**src/rtl/saud_pkg.sv**
```systemverilog
package saud_pkg;
  typedef enum logic [1:0] {
    FMT_I2S  = 2'd0,
    FMT_LJ   = 2'd1,
    FMT_RJ   = 2'd2,
    FMT_RSVD = 2'd3
  } fmt_e;

  function automatic logic [6:0] word_bits(input logic [1:0] code);
    case (code)
      2'd0:    return 7'd16;
      2'd1:    return 7'd20;
      2'd2:    return 7'd24;
      default: return 7'd32;
    endcase
  endfunction

  function automatic logic [6:0] frame_bits(input logic [1:0] code);
    case (code)
      2'd0:    return 7'd32;
      2'd1:    return 7'd48;
      2'd2:    return 7'd64;
      default: return 7'd0;
    endcase
  endfunction
endpackage

```
**src/rtl/saud_sync.sv**
```systemverilog
module saud_sync #(
  parameter int LANES  = 4,
  parameter int STAGES = 2
) (
  input  logic             clk_i,
  input  logic             rst_ni,
  input  logic             sck_i,
  input  logic             ws_i,
  input  logic [LANES-1:0] sd_i,
  output logic             tick_o,
  output logic             ws_o,
  output logic [LANES-1:0] sd_o
);
  localparam int W = LANES + 2;

  logic [W-1:0] pipe_q [STAGES];
  logic         sck_q;

  always_ff @(posedge clk_i or negedge rst_ni) begin
    if (!rst_ni) begin
      for (int i = 0; i < STAGES; i++) pipe_q[i] <= '0;
      sck_q <= 1'b0;
    end else begin
      pipe_q[0] <= {sck_i, ws_i, sd_i};
      for (int i = 1; i < STAGES; i++) pipe_q[i] <= pipe_q[i-1];
      sck_q <= pipe_q[STAGES-1][W-1];
    end
  end

  assign tick_o = pipe_q[STAGES-1][W-1] & ~sck_q;
  assign ws_o   = pipe_q[STAGES-1][W-2];
  assign sd_o   = pipe_q[STAGES-1][LANES-1:0];
endmodule

```
**src/rtl/saud_fmt_check.sv**
```systemverilog
module saud_fmt_check
  import saud_pkg::*;
(
  input  logic [1:0] mode_i,
  input  logic [1:0] wlen_i,
  input  logic [1:0] flen_i,
  output logic       legal_o
);
  always_comb begin
    legal_o = 1'b1;
    if (mode_i == FMT_RSVD || flen_i == 2'd3) legal_o = 1'b0;
    // longest word needs the longest frame and left-aligned framing
    if (wlen_i == 2'd3 && (flen_i != 2'd2 || mode_i == FMT_RJ)) legal_o = 1'b0;
    if (flen_i == 2'd0 && !(mode_i == FMT_RJ && wlen_i == 2'd0)) legal_o = 1'b0;
    if (mode_i == FMT_RJ && (wlen_i == 2'd1 || wlen_i == 2'd3)) legal_o = 1'b0;
  end
endmodule

```
**src/rtl/saud_lane.sv**
```systemverilog
module saud_lane #(
  parameter int SAMPLE_W = 32,
  parameter int CNT_W    = 7
) (
  input  logic                clk_i,
  input  logic                rst_ni,
  input  logic                tick_i,
  input  logic                bound_i,
  input  logic                sd_i,
  input  logic                rj_i,
  input  logic [CNT_W-1:0]    nbits_i,
  output logic [SAMPLE_W-1:0] word_o
);
  localparam int IDX_W = $clog2(SAMPLE_W);

  logic [SAMPLE_W-1:0] sh_q;
  logic [CNT_W-1:0]    cnt_q;
  logic [IDX_W-1:0]    msb_idx;

  always_ff @(posedge clk_i or negedge rst_ni) begin
    if (!rst_ni) begin
      sh_q  <= '0;
      cnt_q <= '0;
    end else if (tick_i) begin
      if (bound_i) begin
        sh_q  <= {{(SAMPLE_W-1){1'b0}}, sd_i};
        cnt_q <= CNT_W'(1);
      end else if (rj_i || cnt_q < nbits_i) begin
        // right-justified keeps the last bits; otherwise stop after N
        sh_q <= {sh_q[SAMPLE_W-2:0], sd_i};
        if (cnt_q != '1) cnt_q <= cnt_q + 1'b1;
      end
    end
  end

  assign msb_idx = IDX_W'(nbits_i - 1'b1);

  always_comb begin
    for (int i = 0; i < SAMPLE_W; i++)
      word_o[i] = (CNT_W'(i) < nbits_i) ? sh_q[i] : sh_q[msb_idx];
  end
endmodule

```
**src/rtl/saud_frame_mon.sv**
```systemverilog
module saud_frame_mon #(
  parameter int CNT_W = 8
) (
  input  logic             clk_i,
  input  logic             rst_ni,
  input  logic             tick_i,
  input  logic             start_i,
  input  logic             check_en_i,
  input  logic [CNT_W-1:0] exp_i,
  output logic             err_o
);
  logic [CNT_W-1:0] cnt_q;
  logic             seen_q;

  always_ff @(posedge clk_i or negedge rst_ni) begin
    if (!rst_ni) begin
      cnt_q  <= '0;
      seen_q <= 1'b0;
      err_o  <= 1'b0;
    end else if (start_i) begin
      if (seen_q && check_en_i && cnt_q != exp_i) err_o <= 1'b1;
      cnt_q  <= CNT_W'(1);
      seen_q <= 1'b1;
    end else if (tick_i && cnt_q != '1) begin
      cnt_q <= cnt_q + 1'b1;
    end
  end
endmodule

```
**src/rtl/saud_rx.sv**
```systemverilog
module saud_rx
  import saud_pkg::*;
#(
  parameter int LANES       = 4,
  parameter int SAMPLE_W    = 32,
  parameter int SYNC_STAGES = 2,
  parameter int FCNT_W      = 8
) (
  input  logic                          clk_i,
  input  logic                          rst_ni,
  input  logic                          bck_i,
  input  logic                          wclk_i,
  input  logic [LANES-1:0]              sdata_i,
  input  logic [1:0]                    mode_i,
  input  logic [1:0]                    wlen_i,
  input  logic [1:0]                    flen_i,
  output logic [2*LANES*SAMPLE_W-1:0]   sample_o,
  output logic                          valid_o,
  output logic                          fmt_illegal_o,
  output logic                          frame_err_o
);
  localparam int NCH   = 2 * LANES;
  localparam int BIT_W = 7;

  logic             tick, ws_s, legal;
  logic [LANES-1:0] sd_s;
  logic             w1_q, w2_q, cur_ws, prv_ws, is_i2s, bound, enter_first;
  logic [BIT_W-1:0] nbits;
  logic [LANES-1:0][SAMPLE_W-1:0] word, left_q;
  logic [NCH-1:0][SAMPLE_W-1:0]   samp_q;
  logic             started_q, left_ok_q;

  saud_sync #(.LANES(LANES), .STAGES(SYNC_STAGES)) i_sync (
    .clk_i, .rst_ni, .sck_i(bck_i), .ws_i(wclk_i), .sd_i(sdata_i),
    .tick_o(tick), .ws_o(ws_s), .sd_o(sd_s)
  );

  saud_fmt_check i_fmt (.mode_i, .wlen_i, .flen_i, .legal_o(legal));

  always_ff @(posedge clk_i or negedge rst_ni) begin
    if (!rst_ni) begin
      w1_q <= 1'b0;
      w2_q <= 1'b0;
    end else if (tick) begin
      w1_q <= ws_s;
      w2_q <= w1_q;
    end
  end

  // I2S: word clock delayed one bit so it aligns with the MSB
  assign is_i2s      = (mode_i == FMT_I2S);
  assign cur_ws      = is_i2s ? w1_q : ws_s;
  assign prv_ws      = is_i2s ? w2_q : w1_q;
  assign bound       = tick & (cur_ws != prv_ws);
  assign enter_first = bound & (cur_ws == ~is_i2s);
  assign nbits       = word_bits(wlen_i);

  for (genvar l = 0; l < LANES; l++) begin : g_lane
    saud_lane #(.SAMPLE_W(SAMPLE_W), .CNT_W(BIT_W)) i_lane (
      .clk_i, .rst_ni, .tick_i(tick), .bound_i(bound), .sd_i(sd_s[l]),
      .rj_i(mode_i == FMT_RJ), .nbits_i(nbits), .word_o(word[l])
    );
  end

  always_ff @(posedge clk_i or negedge rst_ni) begin
    if (!rst_ni) begin
      left_q    <= '0;
      samp_q    <= '0;
      valid_o   <= 1'b0;
      started_q <= 1'b0;
      left_ok_q <= 1'b0;
    end else begin
      valid_o <= 1'b0;
      if (bound) begin
        started_q <= 1'b1;
        if (enter_first) begin
          if (left_ok_q && legal) begin
            for (int l = 0; l < LANES; l++) begin
              samp_q[2*l]   <= left_q[l];
              samp_q[2*l+1] <= word[l];
            end
            valid_o <= 1'b1;
          end
          left_ok_q <= 1'b0;
        end else begin
          left_q    <= word;
          left_ok_q <= started_q;
        end
      end
    end
  end

  saud_frame_mon #(.CNT_W(FCNT_W)) i_fmon (
    .clk_i, .rst_ni, .tick_i(tick), .start_i(enter_first), .check_en_i(legal),
    .exp_i(FCNT_W'(frame_bits(flen_i))), .err_o(frame_err_o)
  );

  assign sample_o      = samp_q;
  assign fmt_illegal_o = ~legal;
endmodule

```
**config.mk**
```make
export PLATFORM = sky130hd
export DESIGN_NAME = saud_rx
export DESIGN_NICKNAME = d
export VERILOG_FILES = /design/src/rtl/saud_pkg.sv /design/src/rtl/saud_sync.sv /design/src/rtl/saud_fmt_check.sv /design/src/rtl/saud_lane.sv /design/src/rtl/saud_frame_mon.sv /design/src/rtl/saud_rx.sv
export SDC_FILE = /design/constraint.sdc
export NUM_CORES = 1
export LEC_CHECK = 0
export ABC_AREA = 1
export BUFFER_PORTS_ARGS = -buffer_cell sky130_fd_sc_hd__buf_2
export CAP_MARGIN = 20
export CORE_UTILIZATION = 58
export DETAILED_ROUTE_END_ITERATION = 10
export HOLD_SLACK_MARGIN = 0.08
export PLACE_DENSITY = 0.8
export SYNTH_ARGS = -nofsm -noshare
export SYNTH_HDL_FRONTEND = slang
export SYNTH_SLANG_ARGS = --single-unit
export TNS_END_PERCENT = 1
```
**constraint.sdc**
```tcl
create_clock -name clk_i -period 2.35 [get_ports clk_i]
set_input_delay 0.47 -clock clk_i [delete_from_list [all_inputs] [get_ports clk_i]]
set_output_delay 0.47 -clock clk_i [all_outputs]
set_load 0.01 [all_outputs]
```
==> flow_metrics.env <==
export IMPL_hold_violations=0
export IMPL_die_width_um=203
export IMPL_path_class="in2out"
export IMPL_grt_pass1_wl_um=93900
export IMPL_gr_usage_all_layers=0.284
export IMPL_setup_viol_count_final=0
export IMPL_netlist_top_cells_area="dfrtp_1 60%, nand2_1 19%, o21ai_0 6.2%, inv_1 3.0%, o21ai_1 2.3%"
export IMPL_synth_most_common_cell="nand2_1"
export IMPL_final_layout_size_suffix_gt1_frac=0.154
export IMPL_synth_nets=2747
export IMPL_place_gp_congestion=0.851
export IMPL_utilization=0.697
export IMPL_timing_hold_ws_ns=0.348
export IMPL_grt_pass1_vias=18400
export IMPL_ys_flop_type="dfrtp_1"
export IMPL_period_share=0.867
export IMPL_p_total_w=0.0251
export IMPL_powerDensity_nw_per_um2=904
export IMPL_area_growth_pct=18.0
export IMPL_ir_drop_mv=0.585
export IMPL_rsz0062_at_grt="false"
export IMPL_synthTopCellsByCount="1175 x nand2_1, 568 x dfrtp_1, 293 x o21ai_0"
export IMPL_numClockSinks=568
export IMPL_ys_seq_elements=568
export IMPL_fin_nets=3018
export IMPL_period_needed_ns=2.04
export IMPL_arrival_ns=1.57
export IMPL_fmax_mhz=491
export IMPL_dr_total_vias=18900
export IMPL_slew_headroom=0.642
export IMPL_avgSynthCellArea_um2=8.67
export IMPL_io_buffers=272
export IMPL_cts_max_level=2
export IMPL_antenna_left=0
export IMPL_placed_area_um2=25800
export IMPL_clockRootBuffer="clkbuf_16"
export IMPL_status="finished clean"
export IMPL_hp_class="reg2reg"
export IMPL_clockBufferDepth=3
export IMPL_cp_max_fo=4
export IMPL_synth_top_cell_area_share=0.604
export IMPL_rows=73
export IMPL_end_kind="output port"
export IMPL_hpwl_um=38400
export IMPL_fin_area_um2=27800
export IMPL_drv_slew=0
export IMPL_overflow=0
export IMPL_ys_types=31
export IMPL_hold_depth=0
export IMPL_coreArea_um2=39800
export IMPL_clk_insertion_delay_late_ns=0.60
export IMPL_finClkSkew_ns=0.0107
export IMPL_ios=273
export IMPL_vias_per_cell=5.32
export IMPL_synth_seq_area_share=0.604
export IMPL_synth_cells=2712
export IMPL_cts_buffers=56
export IMPL_reg2reg_depth=11
export IMPL_routed_wl_um=57200
export IMPL_critPathRequiredTime_ns=1.88
export IMPL_yosysWarnings=0
export IMPL_n_fill_cell=3047
export IMPL_p_leak_nw=14.5
export IMPL_tightestPinTransition_ns=0.536
export IMPL_wl_per_cell_um=16.1
export IMPL_clk_pin_slew_worst_paths_ns=0.06
export IMPL_drtPass1Iterations=8
export IMPL_synth_area_um2=23500
export IMPL_async_reset_ff_frac=1.00
export IMPL_die_h_um=203
export IMPL_grt_max_degree=108
export IMPL_cts_tree="done"
export IMPL_antenna_found_initial=1
export IMPL_start_kind="input port"
export IMPL_drv_cap=0
export IMPL_start_util=0.591
export IMPL_drt_iter0_markers=1574
export IMPL_synth_edf_count=0
export IMPL_remaining_drc_errors=0
export IMPL_synth_area_leader_cell="dfrtp_1"
export IMPL_fp_dieArea_um2=41400
worst max-delay path, cell delays in order:
cell     delay [ns]
buf_2          0.12
inv_1          0.09
ha_1           0.22
o31ai_1        0.23
nand3_1        0.14
buf_4          0.17
buf_2          0.13
routing by layer:
layer / wire, um / vias up / share of wire / global-route usage
li1: - / 9061 / - / -
met1: 25100 / 9092 / 0.44 / 0.397
met2: 26800 / 602 / 0.47 / 0.451
met3: 3450 / 129 / 0.060 / 0.0495
met4: 1930 / 0 / 0.034 / 0.102
met5: 0 / - / 0 / 0
logic make-up after synthesis:
| kind of cell | count (synthesis) | synth area share |
|---|---|---|
| AND/OR/NAND/NOR | 1346 | 0.225 |
| flip-flops | 568 | 0.604 |
| XOR/XNOR | 15 | 0.00559 |
| buffers and inverters | 339 | 0.0628 |
| adder cells (fa/ha/maj) | 21 | 0.0112 |
| AO/OA/AOI/OAI | 423 | 0.0910 |
stage by stage:
stage / TNS (ns) / setup WS, ns / instances
CTS: 0 / 0.329 / 3551
floorplan: 0 / 0.0689 / 2712
detailed placement: -2.07 / -0.159 / 3443
global placement: -0.421 / -0.0561 / 3443
global route: 0 / 0.214 / 3551
finish: 0 / 0.313 / 3552
flip-flops by register name, indices dropped and copies added, names as in the netlist:
name / cells
i_fmon.err_o: 1
i_fmon.cnt_q: 8
sample_o: 256
i_sync.sd_o: 4
i_sync.ws_o: 1
i_fmon.seen_q: 1
g_lane.i_lane.sh_q: 128
left_ok_q: 1
w2_q: 1
i_sync.pipe_q: 7
w1_q: 1
left_q: 128
g_lane.i_lane.cnt_q: 28
started_q: 1
valid_o: 1
i_sync.sck_q: 1
cells in the final DEF (no fill, tap or decap), types with 6 or more instances in the layout:
cell type and n:
nand4_1 34, o21ai_0 293, a21oi_1 11, nor2_1 67, buf_2 271, clkbuf_1 12
ha_1 20, xor2_1 9, dfrtp_1 568, o21ai_1 110, buf_12 27, clkinv_2 12
bufinv_16 6, xnor2_1 6, clkbuf_8 13, clkbuf_16 57, inv_1 184, dlygate4sd3_1 7
buf_4 52, inv_2 8, nand3_1 54, nand2_1 1174
where the power goes:
part	internal (W)	leakage (nW)	switching, W
combinational	0.00142	5.85	0.00236
sequential	0.0112	7.71	0.000925
clock	0.00550	0.943	0.00372
total	0.0181	14.5	0.00700
worst paths after layout:
check	end	from	slack (ns)
min in group asynchronous	sample_o[133]	rst_ni	0.40
max in group asynchronous	left_q[101]	rst_ni	1.12
worst max-delay path	fmt_illegal_o	wlen_i[1]	0.31
worst max register to register	sample_o[101]	w2_q	0.37
worst min-delay path	i_sync.pipe_q[5]	i_sync.pipe_q[11]	0.35
worst min register to register	i_sync.pipe_q[5]	i_sync.pipe_q[11]	0.35
layout make-up:
cell class                      instances  area, um2  area share
Multi-Input combinational cell       1805       7870       0.284
Sequential cell                       568      14200       0.512
Antenna cell                            1       2.50   0.0000902
Clock buffer                           82       1650      0.0595
Timing Repair Buffer                  358       2370      0.0855
Inverter                              194        732      0.0264
Tap cell                              525        657      0.0237
Clock inverter                         19        251     0.00906
repair_timing:
action | CTS | global route
endpoints found under the hold margin | 51 | 0
gates resized for setup | 0 | 0
hold buffers | 7 | 0
buffers inserted | 0 | 0
Note: power is estimated with default switching activity, not from simulation.
